$ cat config.mk
export PLATFORM = sky130hd
export DESIGN_NAME = serial_async_port
export DESIGN_NICKNAME = d
export VERILOG_FILES = /design/src/rtl/sap_pkg.sv /design/src/rtl/sap_baud.sv /design/src/rtl/sap_tx.sv /design/src/rtl/sap_rx.sv /design/src/rtl/serial_async_port.sv
export SDC_FILE = /design/constraint.sdc
export NUM_CORES = 1
export LEC_CHECK = 0
export BUFFER_PORTS_ARGS = -buffer_cell sky130_fd_sc_hd__buf_2
export CAP_MARGIN = 20
export CORE_AREA = 2 2 115 117
export DETAILED_ROUTE_END_ITERATION = 12
export DIE_AREA = 0 0 117 119
export PLACE_DENSITY = 0.76
export SETUP_SLACK_MARGIN = 0.3
export SYNTH_ARGS = -nofsm -noshare
export SYNTH_HDL_FRONTEND = slang
export SYNTH_SLANG_ARGS = --single-unit
$ cat constraint.sdc
create_clock -name clk -period 3.9 [get_ports clk]
set_clock_uncertainty 0.1 [all_clocks]
set_input_delay 0.39 -clock clk [delete_from_list [all_inputs] [get_ports clk]]
set_output_delay 0.39 -clock clk [all_outputs]
set_load 0.01 [all_outputs]
$ cat src/rtl/sap_pkg.sv
package sap_pkg;

   // control word as written at address 1 (bit 8 down to bit 0)
   typedef struct packed {
      logic       two_stop;
      logic       dbl;
      logic [2:0] size;
      logic       par_en;
      logic       par_odd;
      logic       rx_en;
      logic       tx_en;
   } ctrl_t;

   typedef enum logic [2:0] {
      RX_IDLE  = 3'd0,
      RX_START = 3'd1,
      RX_DATA  = 3'd2,
      RX_PAR   = 3'd3,
      RX_STOP  = 3'd4
   } rx_state_t;

   localparam int WORD_W = 9;

   function automatic logic [3:0] size_to_bits(input logic [2:0] code);
      logic [3:0] n;
      case (code)
         3'b000:  n = 4'd5;
         3'b001:  n = 4'd6;
         3'b010:  n = 4'd7;
         3'b111:  n = 4'd9;
         default: n = 4'd8;
      endcase
      return n;
   endfunction

endpackage

$ cat src/rtl/sap_baud.sv
module sap_baud #(
   parameter int BAUD_W = 8
) (
   input  logic              clk,
   input  logic              rst_n,
   input  logic [BAUD_W-1:0] reload,
   output logic              tick
);
   logic [BAUD_W-1:0] cnt_q;

   assign tick = (cnt_q == '0);

   always_ff @(posedge clk or negedge rst_n) begin
      if (!rst_n)    cnt_q <= '0;
      else if (tick) cnt_q <= reload;
      else           cnt_q <= cnt_q - 1'b1;
   end
endmodule

$ cat src/rtl/sap_tx.sv
module sap_tx
   import sap_pkg::*;
#(
   parameter int OVS_NORM = 16,
   parameter int OVS_DBL  = 8
) (
   input  logic              clk,
   input  logic              rst_n,
   input  logic              tick,
   input  ctrl_t             cfg,
   input  logic              buf_full,
   input  logic [WORD_W-1:0] buf_data,
   output logic              take,
   output logic              busy,
   output logic              line
);
   localparam int CW = $clog2(OVS_NORM);
   localparam int FW = 1 + WORD_W + 1 + 2;

   logic [FW-1:0]     sh_q, frame;
   logic [3:0]        left_q, nbits, total;
   logic [CW-1:0]     cnt_q, osr_last;
   logic [WORD_W-1:0] mask;
   logic              pbit, bit_end, last_end;

   assign nbits    = size_to_bits(cfg.size);
   assign mask     = {WORD_W{1'b1}} >> (4'd9 - nbits);
   assign pbit     = (^(buf_data & mask)) ^ cfg.par_odd;
   assign total    = 4'd1 + nbits + {3'b000, cfg.par_en} + (cfg.two_stop ? 4'd2 : 4'd1);
   assign osr_last = cfg.dbl ? CW'(OVS_DBL - 1) : CW'(OVS_NORM - 1);
   assign bit_end  = busy && tick && (cnt_q == osr_last);
   assign last_end = bit_end && (left_q == 4'd1);
   assign take     = tick && cfg.tx_en && buf_full && (!busy || last_end);
   assign line     = busy ? sh_q[0] : 1'b1;

   always_comb begin
      frame    = '1;
      frame[0] = 1'b0;
      for (int i = 0; i < WORD_W; i++) begin
         if (i < int'(nbits)) frame[1+i] = buf_data[i];
      end
      if (cfg.par_en) frame[1+int'(nbits)] = pbit;
   end

   always_ff @(posedge clk or negedge rst_n) begin
      if (!rst_n) begin
         sh_q   <= '1;
         left_q <= '0;
         cnt_q  <= '0;
         busy   <= 1'b0;
      end else if (take) begin
         sh_q   <= frame;
         left_q <= total;
         cnt_q  <= '0;
         busy   <= 1'b1;
      end else if (busy && tick) begin
         if (bit_end) begin
            cnt_q  <= '0;
            sh_q   <= {1'b1, sh_q[FW-1:1]};
            left_q <= left_q - 4'd1;
            if (left_q == 4'd1) busy <= 1'b0;
         end else begin
            cnt_q <= cnt_q + 1'b1;
         end
      end
   end
endmodule

$ cat src/rtl/sap_rx.sv
module sap_rx
   import sap_pkg::*;
#(
   parameter int OVS_NORM = 16,
   parameter int OVS_DBL  = 8
) (
   input  logic              clk,
   input  logic              rst_n,
   input  logic              tick,
   input  ctrl_t             cfg,
   input  logic              rxd_s,
   output logic              done,
   output logic [WORD_W-1:0] done_data,
   output logic              done_fe,
   output logic              done_pe
);
   localparam int KW = $clog2(OVS_NORM) + 1;

   rx_state_t         state_q;
   logic [KW-1:0]     cnt_q, k, lo, hi, osr;
   logic [1:0]        ones_q, ones_nxt;
   logic [3:0]        bitn_q, nbits;
   logic [WORD_W-1:0] sh_q, aligned;
   logic              prev_q, par_q, in_win, maj, par_calc;

   assign nbits    = size_to_bits(cfg.size);
   assign k        = cnt_q + KW'(1);
   assign osr      = cfg.dbl ? KW'(OVS_DBL) : KW'(OVS_NORM);
   assign lo       = cfg.dbl ? KW'(OVS_DBL / 2) : KW'(OVS_NORM / 2);
   assign hi       = lo + KW'(2);
   assign in_win   = (k >= lo) && (k <= hi);
   assign ones_nxt = ones_q + {1'b0, in_win & rxd_s};
   assign maj      = ones_nxt[1];
   assign aligned  = sh_q >> (4'd9 - nbits);
   assign par_calc = (^aligned) ^ cfg.par_odd;

   always_ff @(posedge clk or negedge rst_n) begin
      if (!rst_n) prev_q <= 1'b1;
      else        prev_q <= rxd_s;
   end

   always_ff @(posedge clk or negedge rst_n) begin
      if (!rst_n) begin
         state_q   <= RX_IDLE;
         cnt_q     <= '0;
         ones_q    <= '0;
         bitn_q    <= '0;
         sh_q      <= '0;
         par_q     <= 1'b0;
         done      <= 1'b0;
         done_data <= '0;
         done_fe   <= 1'b0;
         done_pe   <= 1'b0;
      end else begin
         done <= 1'b0;
         if (!cfg.rx_en) begin
            state_q <= RX_IDLE;
         end else if (state_q == RX_IDLE) begin
            if (prev_q && !rxd_s) begin
               state_q <= RX_START;
               cnt_q   <= '0;
               ones_q  <= '0;
               bitn_q  <= '0;
            end
         end else if (tick) begin
            cnt_q  <= k;
            ones_q <= ones_nxt;
            if (k == hi) begin
               case (state_q)
                  RX_START: if (maj) state_q <= RX_IDLE;
                  RX_DATA: begin
                     sh_q   <= {maj, sh_q[WORD_W-1:1]};
                     bitn_q <= bitn_q + 4'd1;
                  end
                  RX_PAR:   par_q <= maj;
                  RX_STOP: begin
                     done      <= 1'b1;
                     done_data <= aligned;
                     done_fe   <= !maj;
                     done_pe   <= cfg.par_en && (par_q != par_calc);
                     state_q   <= RX_IDLE;
                  end
                  default: ;
               endcase
            end
            if (k == osr) begin
               cnt_q  <= '0;
               ones_q <= '0;
               case (state_q)
                  RX_START: state_q <= RX_DATA;
                  RX_DATA:  if (bitn_q == nbits) state_q <= cfg.par_en ? RX_PAR : RX_STOP;
                  RX_PAR:   state_q <= RX_STOP;
                  default: ;
               endcase
            end
         end
      end
   end
endmodule

$ cat src/rtl/serial_async_port.sv
module serial_async_port
   import sap_pkg::*;
#(
   parameter int BAUD_W   = 8,
   parameter int OVS_NORM = 16,
   parameter int OVS_DBL  = 8,
   parameter int SYNC_LEN = 2
) (
   input  logic        clk,
   input  logic        rst_n,
   input  logic        wr_en,
   input  logic [1:0]  wr_addr,
   input  logic [8:0]  wr_data,
   input  logic        rd_ack,
   input  logic        rxd,
   input  logic        gpio_out,
   output logic        txd,
   output logic [8:0]  rx_data,
   output logic        rx_ready,
   output logic        tx_empty,
   output logic        frame_err,
   output logic        parity_err,
   output logic        overrun_err
);
   generate
      if (BAUD_W < 1 || BAUD_W > WORD_W) begin : g_bad_baud
         $error("BAUD_W must lie in 1..9");
      end
      if (OVS_DBL < 8 || OVS_DBL >= OVS_NORM) begin : g_bad_ovs
         $error("OVS_DBL must be at least 8 and below OVS_NORM");
      end
      if (SYNC_LEN < 2) begin : g_bad_sync
         $error("SYNC_LEN must be at least 2");
      end
   endgenerate

   ctrl_t             ctrl_q;
   logic [BAUD_W-1:0] baud_q;
   logic [WORD_W-1:0] txbuf_q, rx_word;
   logic [SYNC_LEN-1:0] rsync_q;
   logic              buf_full_q, baud_tick, tx_take, tx_busy, tx_line;
   logic              rx_done, rx_fe, rx_pe;

   always_ff @(posedge clk or negedge rst_n) begin
      if (!rst_n) rsync_q <= '1;
      else        rsync_q <= {rsync_q[SYNC_LEN-2:0], rxd};
   end

   always_ff @(posedge clk or negedge rst_n) begin
      if (!rst_n) begin
         ctrl_q     <= '0;
         baud_q     <= '1;
         txbuf_q    <= '0;
         buf_full_q <= 1'b0;
      end else begin
         if (tx_take) buf_full_q <= 1'b0;
         if (wr_en) begin
            case (wr_addr)
               2'd0: begin
                  txbuf_q    <= wr_data;
                  buf_full_q <= 1'b1;
               end
               2'd1:    ctrl_q <= ctrl_t'(wr_data);
               2'd2:    baud_q <= wr_data[BAUD_W-1:0];
               default: ;
            endcase
         end
      end
   end

   sap_baud #(.BAUD_W(BAUD_W)) baud_i (
      .clk    (clk),
      .rst_n  (rst_n),
      .reload (baud_q),
      .tick   (baud_tick)
   );

   sap_tx #(.OVS_NORM(OVS_NORM), .OVS_DBL(OVS_DBL)) tx_i (
      .clk      (clk),
      .rst_n    (rst_n),
      .tick     (baud_tick),
      .cfg      (ctrl_q),
      .buf_full (buf_full_q),
      .buf_data (txbuf_q),
      .take     (tx_take),
      .busy     (tx_busy),
      .line     (tx_line)
   );

   sap_rx #(.OVS_NORM(OVS_NORM), .OVS_DBL(OVS_DBL)) rx_i (
      .clk       (clk),
      .rst_n     (rst_n),
      .tick      (baud_tick),
      .cfg       (ctrl_q),
      .rxd_s     (rsync_q[SYNC_LEN-1]),
      .done      (rx_done),
      .done_data (rx_word),
      .done_fe   (rx_fe),
      .done_pe   (rx_pe)
   );

   always_ff @(posedge clk or negedge rst_n) begin
      if (!rst_n) begin
         rx_data     <= '0;
         rx_ready    <= 1'b0;
         frame_err   <= 1'b0;
         parity_err  <= 1'b0;
         overrun_err <= 1'b0;
      end else begin
         if (rd_ack) begin
            rx_ready    <= 1'b0;
            frame_err   <= 1'b0;
            parity_err  <= 1'b0;
            overrun_err <= 1'b0;
         end
         if (rx_done) begin
            if (rx_ready && !rd_ack) begin
               overrun_err <= 1'b1;
            end else begin
               rx_data    <= rx_word;
               rx_ready   <= 1'b1;
               frame_err  <= rx_fe;
               parity_err <= rx_pe;
            end
         end
      end
   end

   assign tx_empty = !buf_full_q;
   assign txd      = ctrl_q.tx_en ? tx_line : gpio_out;
endmodule

* After elaboration in Yosys (flattened, before gate mapping)
Index checks and enable logic that the tools add are counted.
Word-level totals: output and inout port bits 15, bits in registers 109, word-level logic and storage cells 202
Cells by class: eq/ne operators 18, magnitude comparators 13, $add $sub $neg 12, shift-type cells 2, bitwise operators 6, multiplexer cells 78, reduce and logical (&&, ||, !) cells 41
Operators by type and width (number):
- 13-bit 2-to-1 mux | 4
- 4-bit 2-to-1 mux | 13
- 1-bit 2-to-1 mux | 36
- 32-bit by 1-bit >= comparator with 1-bit output (second input constant) | 1
- 32-bit by 6-bit < comparator with 1-bit output (second input constant) | 1
- 3-bit 2-to-1 mux | 9
- 5-bit 2-to-1 mux | 5
- 5-bit AND reduction | 4
- 9-bit XOR reduction | 2
- 3-bit by 4-bit < comparator with 1-bit output (first input constant) | 4
- 4-bit one-hot mux with 4 select lines | 1
- 13-bit bitwise mux | 1
- 2-bit AND reduction | 6
- 2-bit nonzero test | 6
- 1-bit logical AND | 11
- 5-bit equality test | 2
- 2-bit 2-to-1 mux | 5
- 9-bit AND | 1
- 3-bit by 2-bit equality test with 1-bit output (second input constant) | 3
- 3-bit one-hot mux with 3 select lines | 1
- 9-bit by 4-bit >> shifter with 9-bit output | 1
- 9-bit by 4-bit >> shifter with 9-bit output (first input constant) | 1
- 4-bit by 1-bit adder with 4-bit output (second input constant) | 2
- 4-bit equality test | 2
- 36 further kinds | 48

* Depth between registers and ports, before layout
Gate-level depths: netlist of the first run.
depth in word-level cells 15, gate-level depth with buffers 14

* Modules after synthesis
A second synthesis of the first run with hierarchy kept.
Second synthesis, totals: cells, all modules 627, area, all modules 6392.4 um2
By module, submodules not included:
- sap_rx | area an instance 2696.3 um2, times used 1, sequential area each 927.1 um2, cells an instance 303
- sap_tx | area an instance 1640.3 um2, times used 1, sequential area each 566.8 um2, cells an instance 183
- serial_async_port | area an instance 1581.5 um2, times used 1, sequential area each 1063.5 um2, cells an instance 93
- sap_baud | area an instance 474.2 um2, times used 1, sequential area each 200.2 um2, cells an instance 48

* Worst setup path before layout of the first run
OpenSTA, ideal clock, no wires.
kind reg2reg, from register ctrl_q[5] in the netlist's numbering, to register tx_i.sh_q[9], cell stages (with the launch flop) 15, buffers on the path 3, slack 0.808 ns, library setup time 0.084 ns, required time 3.716 ns, clock period less this slack 3.092 ns, arrival time 2.908 ns, cells stage by stage dfrtp_1 > buf_6 > buf_2 > xor2_1 > nand2_1 > ha_1 > buf_2 > nand2b_1 > xnor3_1 > nor2_1 > xnor2_1 > xnor2_1 > xnor2_1 > nand3_1 > a311o_1
Between the ends: cells in the longest elaborated chain, start to end 10
RTL lines:
- from (decl) | RTL line serial_async_port.sv:37 | ctrl_t ctrl_q;
- from (signal assigned) | RTL line serial_async_port.sv:63 | 2'd1: ctrl_q <= ctrl_t'(wr_data);
- 3-bit equality test, or another cell as far along | RTL line sap_pkg.sv:26 | case (code)
- 4-bit one-hot mux with 4 select lines (*) | RTL line sap_pkg.sv:26
- 1-bit by 4-bit adder with 5-bit output / 4-bit subtractor (equally long branches) | RTL line sap_tx.sv:42, sap_tx.sv:27
- 32-bit by 1-bit >= comparator with 1-bit output (not written as such), or another cell as far along | RTL line sap_tx.sv:42 | if (cfg.par_en) frame[1+int'(nbits)] = pbit;
- 1-bit logical AND (not written as such) / 9-bit AND (equally long branches) | RTL line sap_tx.sv:42, sap_tx.sv:28
- 1-bit 2-to-1 mux (not written as such) / 9-bit XOR reduction (equally long branches) | RTL line sap_tx.sv:42, sap_tx.sv:28
- 1-bit demux with 4-bit select / 1-bit XOR (equally long branches)
- 13-bit bitwise mux | RTL line sap_tx.sv:42
- 13-bit 2-to-1 mux (*) | RTL line sap_tx.sv:42
- 13-bit 2-to-1 mux (*) | RTL line sap_tx.sv:51 | end else if (take) begin
- to (signal assigned) | RTL line sap_tx.sv:52 | sh_q <= frame;
- to (signal assigned) | RTL line sap_tx.sv:59 | sh_q <= {1'b1, sh_q[FW-1:1]};
- to (decl) | RTL line sap_tx.sv:20 | logic [FW-1:0] sh_q, frame;
Every way passes the cells marked *; elsewhere a longest branch is shown, timed or not. A chain may end at the register's enable or synchronous reset.

* Worst setup path after layout of the first run
from register ctrl_q[6] in the netlist's numbering, to register rx_i.done_pe
Between the ends: cells in the longest elaborated chain, start to end 8
RTL lines:
- 3-bit equality test, or another cell as far along | RTL line sap_pkg.sv:26
- 4-bit one-hot mux with 4 select lines (*) | RTL line sap_pkg.sv:26
- 4-bit subtractor (*) | RTL line sap_rx.sv:34 | assign aligned = sh_q >> (4'd9 - nbits);
- 9-bit by 4-bit >> shifter with 9-bit output (*) | RTL line sap_rx.sv:34
- 9-bit XOR reduction (*) | RTL line sap_rx.sv:35 | assign par_calc = (^aligned) ^ cfg.par_odd;
- 1-bit XOR (*) | RTL line sap_rx.sv:35
- 1-bit != test (*) | RTL line sap_rx.sv:80 | done_pe <= cfg.par_en && (par_q != par_calc);
- 1-bit logical AND (*) | RTL line sap_rx.sv:80
- to (signal assigned) | RTL line sap_rx.sv:80
- to (decl) | RTL line sap_rx.sv:15 | output logic done_pe
Marked as above.

==> results.md, run 1 <==
Worst setup path:
- STA classifies the critical path startpoint as a flop.
- The category of cells accounting for the largest share of critical-path delay is XOR/XNOR gates.
- In this run the critical register-to-register path is captured at rx_i.done_pe.
- By instance count, the cell type seen most on the critical path is sky130_fd_sc_hd__xnor2_1.
- The critical path goes through buf_4 > a21o_2 > ha_1 > inv_1 > xnor2_1 > nand2_1 > o22ai_1 > xnor2_1 > xnor2_1 > xnor3_1 > o21ai_1.
- In this run the register-to-register setup slack is between 600 and 700 ps.
- The critical path is of the reg2reg type.
- Counting both buffers and inverters, the worst setup path holds a total of 2.
- The maximum net fanout on the critical path is 23.
- In this run the critical register-to-register path is launched from ctrl_q[6].
- The element type at the critical path end is a flop.
- The data arrival time of the worst path is around 3400 ps.
- The largest incremental delay on the critical path is ~470 ps.
- Measured in cells, the most critical reg-to-reg path has a length of 11.
- The slowest stage of the critical path belongs to the cell sky130_fd_sc_hd__ha_1.
- The data required time at the worst endpoint is approximately 4000 ps.

Global routing:
- The global-route wire length before repair is between 20 and 25 mm.
- Entering global routing, the biggest net connects 49 pins.
- Global routing used ~20% of the available tracks.
- For this run the aggregate overflow at the end of global routing stands at 0.
- The initial antenna violation count came to 0.
- The number of global-route vias before repair is roughly 4,600.

Drt:
- The via density per instance is 5.74.
- Detailed routing inserted a total of 4,539 vias.
- The final routed wire length divided by cell count is around 17 um.
- The number of routed nets with antenna violations is 0.
- The DRC violation count after routing is 0.
- The first detailed-routing pass took 5 iterations.
- The total wire length after detailed routing is roughly 13 mm.
- The detailed router finished its first iteration with around 260 violations.

Power:
- The ratio of total power to cell area is ~530 mW/mm^2.
- The switching part of the total is between 30% and 40%.
- The worst-case IR drop observed on VDD is between 0.3 and 0.4 mV.
- The internal portion of the total power is around 0.0024 W.
- The total power consumption of the routed design is around 0.0036 W.
- In this run, the combinational gates consume 30.6% of the power.
- Of the total power, registers draw between 40% and 50%.
- The analysis attributes to cell leakage a power of slightly below 3 nW.
- For this design the total switching power over the nets is 0.00120 W.
- The portion of total power attributed to the clock network is roughly a quarter.

Clock tree:
- After clock tree synthesis, the flow added hold-fix buffers numbering 1.
- The number of buffers on the longest clock path is 2.
- The insertion delay of the later-clocked pin in the worst-skew pair is around 360 ps.
- The TritonCTS clock tree is yes.
- The H-tree was split into 3 levels.
- The clock buffer count from CTS is 9.
- Once the clock tree was built, the resizer swapped 0 gates to a different size.
- The tree is rooted in a sky130_fd_sc_hd__clkbuf_16.
- For this design, the sink count on the clock tree is around 110.
- Clock-pin slew was measured on the worst setup and hold paths at around 70 ps.
- After clock tree synthesis, the setup repair step added 0 buffers.

STA:
- The number of slew-limit violations in the final report came to 0.
- The tightest hold path in the finished design has a slack of 30.7 ps.
- The worst relative slew slack is ~55%.
- In the post-route analysis, the smallest setup slack over all paths is ~640 ps.
- Setup violations remaining at the end of the flow were counted as 0.
- Setup repair after global routing left no endpoint under its margin.
- The share of the clock period used by the worst path after layout is between 80% and 90%.
- The count of endpoints failing hold in the final timing report is 0.
- The clock period minus final worst setup slack is ~3300 ps.
- The maximum clock rate is around 310 MHz.
- For the pin with the worst max-slew slack, the measured transition is between 600 and 700 ps.
- The setup TNS is 0 ps.

Final layout:
- The post-route netlist has 23.9% of its cells at a drive strength greater than 1.
- The multi-input combinational cells in the finished layout cover a total of around 0.0031 mm^2.
- For this run, the post-layout net count is about 650.
- The storage element area is around 0.0028 mm^2.
- The count of inserted antenna diode cells is 0.
- From synthesis to final layout, the design area changed by 9.90%.
- Cells fill a little over half of the core in the end.
- The fill cell instance count of the final layout is ~1,200.

Placement:
- Before CTS, the worst setup slack after placement is a little over 700 ps.
- Detailed placement ended at an HPWL of 9.44 mm.
- The global placement routability congestion is ~1.0.
- Buffers placed on the I/O ports in this run total 31.

Synthesis:
- By area the synthesized netlist is led by sky130_fd_sc_hd__dfrtp_1 (35%), sky130_fd_sc_hd__dfstp_2 (10%), sky130_fd_sc_hd__mux2_2 (8.5%).
- The commonest register cell after synthesis is sky130_fd_sc_hd__dfrtp_1.
- The count of unique library cells instantiated by Yosys is just under 80.
- The async set-or-reset flop fraction in the synthesized netlist is between 90% and 100%.
- The gate count after technology mapping is a little under 600.
- In this run, synthesis produced a sequential element count of 109.
- The number of synthesized flops with an enable pin is 0.
- The cell accounting for the most synthesized area is sky130_fd_sc_hd__dfrtp_1.
- The area share of the leading cell type in the synthesized netlist is a little over a third.
- The leading cell type by number of instances after synthesis is sky130_fd_sc_hd__dfrtp_1.
- Synthesis produced a netlist with a net count of ~620.
- The average instance in the mapped netlist occupies around 10 um^2.
- By count the netlist is led by sky130_fd_sc_hd__dfrtp_1 (85), sky130_fd_sc_hd__nand2_1 (63), sky130_fd_sc_hd__mux2_2 (46).
- In this run the cell area of the synthesized design comes to slightly above 0.006 mm^2.
- Yosys printed 0 warnings.
- The share of synthesized area occupied by flip-flops and latches is between 40% and 50%.

Worst hold path:
- Counting instances, the worst hold path has a depth of 1.
- The startpoint of the worst hold path is rxd.
- The class of the worst hold path is in2reg.
- The path with the worst hold slack has its endpoint at rsync_q[0].

Die:
- The height of the chip is around 120 um.
- From left edge to right edge, the die measures 117 um.
- In this run the core area contains 42 standard-cell rows.
- The initial core utilization is between 40% and 50%.
- After floorplanning, the core was sized to cover about 0.013 mm^2.
- The die area is ~0.014 mm^2.
- Pin placement for this block handled 32 I/O pins.

Run:
- The max-capacitance violation count is 0.

Status:
- The flow ran to the end, and the final reports show no timing, DRC or antenna violations.
-- worst max-delay path by stage --
stage                   start      endpoint  slack (ps)  depth (start not counted)
global placement    ctrl_q[6]  rx_i.done_pe         800                         10
finish              ctrl_q[6]  rx_i.done_pe         640                         11
global route        ctrl_q[4]  rx_i.done_pe         370                         11
CTS                 ctrl_q[6]  tx_i.sh_q[9]         670                         11
floorplan           ctrl_q[5]  tx_i.sh_q[9]         810                         14
detailed placement  ctrl_q[6]  rx_i.done_pe         710                         10
-- worst register-to-register path, delay by kind of cell (launching register included) --
family	cells	cell delay, ps
buffers and inverters	2	500
xor gates and xnor gates	4	910
DFF	1	380
and+or+nand+nor	1	210
adders and majority gates	1	470
AOI/OAI and AO/OA	3	630
-- kinds of logic after synthesis --
logic type | synth area share, %
muxes | 12.7
buffers and inverters | 4.00
AOI/OAI and AO/OA | 13.4
DFF | 45.3
and+or+nand+nor | 15.0
adders and majority gates | 4.02
xor gates and xnor gates | 5.59
-- layout by cell type (no fill, tap or decap), drive strengths merged, types with 3 or more instances in the layout --
cell type   n
dfrtp      85
nand2      65
mux2       49
o21ai      45
buf        42
nor2       35
dfstp      24
xnor2      23
mux2i      21
inv        21
nand3      18
ha         18
a21oi      18
clkbuf     12
nor3       11
o31ai      10
xor2        9
nand2b      9
nand3b      7
o22ai       6
a31oi       6
nor2b       5
and3        5
a21o        5
o211ai      4
nand4       4
nor3b       3
a22o        3
a21boi      3
nor4        3
or4         3
a211oi      3
-- stage by stage --
step	cell area [um^2]	instances
after floorplan	6090	585
after global placement	6380	774
after detailed placement	6380	774
after CTS	6700	791
after global routing	6700	791
final	6700	791
-- power groups by stage --
stage | combinational [W] | sequential (W) | clock (W)
2_1_floorplan | 0.000886 | 0.00148 | 0
3_3_place_gp | 0.00102 | 0.00154 | 0
3_5_place_dp | 0.00107 | 0.00156 | 0
4_1_cts | 0.00108 | 0.00154 | 0.000954
5_1_grt | 0.00121 | 0.00157 | 0.00100
6_report | 0.00109 | 0.00154 | 0.000934
-- final cells by class --
cell class	count	area share, %
multi-input combinational	427	46.2
sequential	109	41.2
timing repair buffer	43	3.74
clock buffer	12	3.68
tap	176	3.29
inverter	20	1.12
clock inverter	4	0.822
-- per-layer routing --
layer  track usage, %  vias to the layer above  part of all wire (%)  routed length (um)
met5                0                        -                     0                   0
met3             3.51                       31                   4.2                 547
met4             9.34                        0                   2.9                 385
met2             31.5                      119                    47                6190
li1                 -                     2150                     -                   -
met1             28.0                     2239                    45                5940
-- sequential cells by signal (all words and copies together), names as in the netlist, 2 cells and up --
| name | cells |
|---|---|
| tx_i.sh_q | 13 |
| rx_i.sh_q | 9 |
| baud_i.cnt_q | 8 |
| rx_i.bitn_q | 4 |
| baud_q | 8 |
| rx_data | 9 |
| tx_i.cnt_q | 4 |
| rx_i.done_data | 9 |
| txbuf_q | 9 |
| rx_i.ones_q | 2 |
| tx_i.left_q | 4 |
| ctrl_q | 9 |
| rx_i.state_q | 3 |
| rx_i.cnt_q | 5 |
| rsync_q | 2 |
(Power assumes the default switching activity.)
==> inputs of run 2 (changes only) <==
Clock period 3.9 ns to 3.26 ns, I/O delays scaled along.
==> run 2 against run 1 <==
Fmax is 14% higher. Non-clock buffer count is 10 higher. Wire length hardly changed. Worst setup slack worse by 240 ps. Cell area is 2.8% higher. Clock-buffer cell count is 3 lower. First-iteration DRC count is 19% higher. Global-route usage is 0.43 points lower. Sequential power is 21% higher. Total power is 22% higher.
==> results.md, run 2 (synthesized netlist as in run 1, its figures left out) <==
Status:
- The flow ran to the end, and the final reports show no timing, DRC or antenna violations.

Worst setup path:
- The cell count of the worst reg-to-reg path is 10.
- The worst setup path is launched from a flop.
- The worst setup slack for register-to-register paths is 400 ps.
- The maximum net fanout on the critical path is 7.
- STA puts the critical path data arrival time at between 3000 and 4000 ps.
- The most critical setup path has its startpoint at ctrl_q[5].
- The critical path class is reg2reg.
- The element type at the critical path end is a flop.
- The startpoint of the lowest-slack register-to-register path is ctrl_q[5].
- STA puts the critical path data required time at around 3500 ps.

Power:
- Internal power comes to about 0.0029 W.
- For this design the ratio of total power to cell area is roughly 630 mW/mm^2.
- The switching power of the nets is 0.00147 W.
- The combinational group share of total power is between 30% and 40%.
- The analysis attributes to cell leakage a power of 3.04 nW.
- Across the VDD grid, the largest voltage drop is roughly 0.33 mV.
- The switching part of the total is 33.8%.
- Of the total power, registers draw between 40% and 50%.
- Per report_power, the clock group accounts for 25.3% of the total.

Clock tree:
- The root buffer cell is sky130_fd_sc_hd__clkbuf_16.
- The number of buffers on the longest clock path is 2.
- Clock tree synthesis inserted a total of 9 buffers.
- The insertion delay of the later-clocked pin in the worst-skew pair is about 360 ps.
- CTS built an H-tree with a depth of 3.
- The number of sinks driven by the clock tree is between 100 and 150.
- The TritonCTS clock tree is yes.
- The clock transition at the registers of the reported paths is around 70 ps.

Global routing:
- Summed over all layers, the global routing overflow is 0.
- The met2 global-route usage is 32.0%.
- The number of global-route vias before repair is 4,528.
- met2 is the most crowded layer.
- The initial antenna violation count is 0.
- For this run, global-route usage on met1 was measured as between 20 and 30%.
- The met3 routing resource usage after global routing is approximately 3.7%.
- The first global-routing pass estimated between 20 and 25 mm of wire.
- The total global-route track usage is between 15 and 20%.
- The largest net degree at the start of global routing is 64.

Worst hold path:
- The startpoint of the worst hold path is rd_ack.
- In this run the worst hold path is classified as in2reg.
- The worst hold path passes through 2 cells.

Drt:
- In the routed layout, each cell is associated on average with a via count of roughly 5.7.
- The total wire length after detailed routing is roughly 13 mm.
- The DRC violation total after the first TritonRoute iteration is between 300 and 400.
- The DRC violation count after routing is 0.
- Detailed routing inserted a total of ~4,500 vias.
- The number of routed nets with antenna violations is 0.
- In the final routed layout, each cell accounts on average for approximately 16 um.
- The first-pass iteration count of the detailed router is 5.

STA:
- The maximum clock rate is about 350 MHz.
- The setup TNS is 0 ps.
- The measured slew at the worst slew-check pin is 788 ps.
- The share of the clock period used by the worst path after layout is roughly 90%.
- Setup violations remaining at the end of the flow were counted as 0.
- The number of slew-limit violations in the final report was 0.
- Setup repair after global routing could not meet its margin everywhere.
- The count of endpoints failing hold in the final timing report is 0.
- The worst relative slew slack is 47.5%.
- The clock period minus final worst setup slack is roughly 2900 ps.

Final layout:
- The post-synthesis to final-layout area growth is 12.9%.
- More flip-flops sit in one register than any other, and that register is tx_i.sh_q.
- In the layout the commonest cells are sky130_fd_sc_hd__dfrtp_1 (81), sky130_fd_sc_hd__nand2_1 (62), sky130_fd_sc_hd__mux2_2 (46).
- The filler cells instantiated in the layout total approximately 1,100.
- The multi-input combinational cells in the finished layout cover a total of between 0.003 and 0.004 mm^2.
- In the final design database the tool counted 656 nets.
- The repair_antennas step left the layout with diodes totalling 0.
- The library cell used most frequently in the layout, excluding fill and tap cells, is sky130_fd_sc_hd__dfrtp_1.
- The post-route netlist has 28.5% of its cells at a drive strength greater than 1.
- The share of the core filled with cells in the final layout is between 50 and 60%.
- The storage element area is ~0.0028 mm^2.
- The register with the most flip-flops in the layout has 13 of them.

Die:
- 32 I/O pins were placed.
- The initial core utilization is about 47%.
- Measured along the x axis, the die boundary spans 117 um.
- The floorplan step defined a die boundary enclosing 0.0139 mm^2.
- The die is 119 um tall.
- In this run the standard cell core region covers between 0.01 and 0.015 mm^2.
- The floorplan has 42 rows.

Placement:
- The HPWL after detailed placement is ~9.3 mm.
- In this run the tool buffered the top-level ports with 31 buffer cells.
- Routability-driven placement finished with a final weighted congestion of around 0.91.

Run:
- The max-capacitance violation count is 0.
-- run 2: cell count changes in the layout (fill, tap and decap cells not counted), moves of 3 or more --
cell	before	now
sky130_fd_sc_hd__dfrtp_2	0	4
sky130_fd_sc_hd__xnor2_2	2	5
sky130_fd_sc_hd__dfrtp_1	85	81
sky130_fd_sc_hd__clkinv_2	0	3
sky130_fd_sc_hd__ha_1	18	15
sky130_fd_sc_hd__xnor2_1	21	18
sky130_fd_sc_hd__ha_2	0	3
sky130_fd_sc_hd__buf_4	12	19
-- run 2: timing repair --
| action | in CTS | in global routing |
|---|---|---|
| pin swaps | 1 | 6 |
| endpoints found under the hold margin | 46 | 0 |
| setup buffers | 2 | 2 |
| hold buffers | 2 | 0 |
| resized for setup | 1 | 21 |
| setup endpoints to repair | 4 | 10 |
-- run 2: cell type report --
type,instances,share of cell area [%]
flip-flops and latches,109,40.1
repair buffers,53,5.00
clock inverters,7,1.07
well taps,176,3.20
multi-input cells,427,46.2
clock buffers,9,3.27
inverters,20,1.09
-- run 2: worst paths after layout --
| path | end |
|---|---|
| setup / recovery | tx_i.sh_q[9] |
| hold / removal | overrun_err |
| setup reg to reg | tx_i.sh_q[9] |
| hold reg to reg | rsync_q[1] |
| max in group asynchronous | baud_q[5] |
| min in group asynchronous | tx_i.left_q[3] |
-- run 2: worst max-delay path, stage by stage (launching register included) --
cell and delay (ps):
sky130_fd_sc_hd__dfrtp_2 460, sky130_fd_sc_hd__a21o_4 270, sky130_fd_sc_hd__ha_1 320, sky130_fd_sc_hd__nand2b_4 150, sky130_fd_sc_hd__xnor3_1 350, sky130_fd_sc_hd__nor2_2 140
sky130_fd_sc_hd__xnor2_2 90, sky130_fd_sc_hd__xnor2_1 260, sky130_fd_sc_hd__xnor2_2 200, sky130_fd_sc_hd__a311oi_2 140, sky130_fd_sc_hd__a311o_1 300
-- run 2: layer usage --
layer	part of all wire [%]	up-vias	wire length [um]
li1	-	2159	-
met1	45	2230	5880
met2	48	118	6260
met3	4.6	27	601
met4	2.4	0	307
met5	0	-	0
-- run 2: power groups by stage --
stage | Clock, W | Sequential (W) | Combinational, W
finish | 0.00110 | 0.00186 | 0.00139
global route | 0.00119 | 0.00190 | 0.00154
CTS | 0.00113 | 0.00185 | 0.00132
detailed placement | 0 | 0.00187 | 0.00130
global placement | 0 | 0.00186 | 0.00124
floorplan | 0 | 0.00178 | 0.00108
-- run 2: through the flow --
stage                     instance area, um^2  instances  total power [W]  hold slack (ps)  setup slack (ps)
final                                    6880        801          0.00436             57.8               400
after global routing                     6880        801          0.00462             51.4               176
after CTS                                6780        799          0.00429             51.7               335
after detailed placement                 6440        779          0.00316              249               291
after global placement                   6440        779          0.00310              246               413
after floorplan                          6120        585          0.00286            -69.6               302
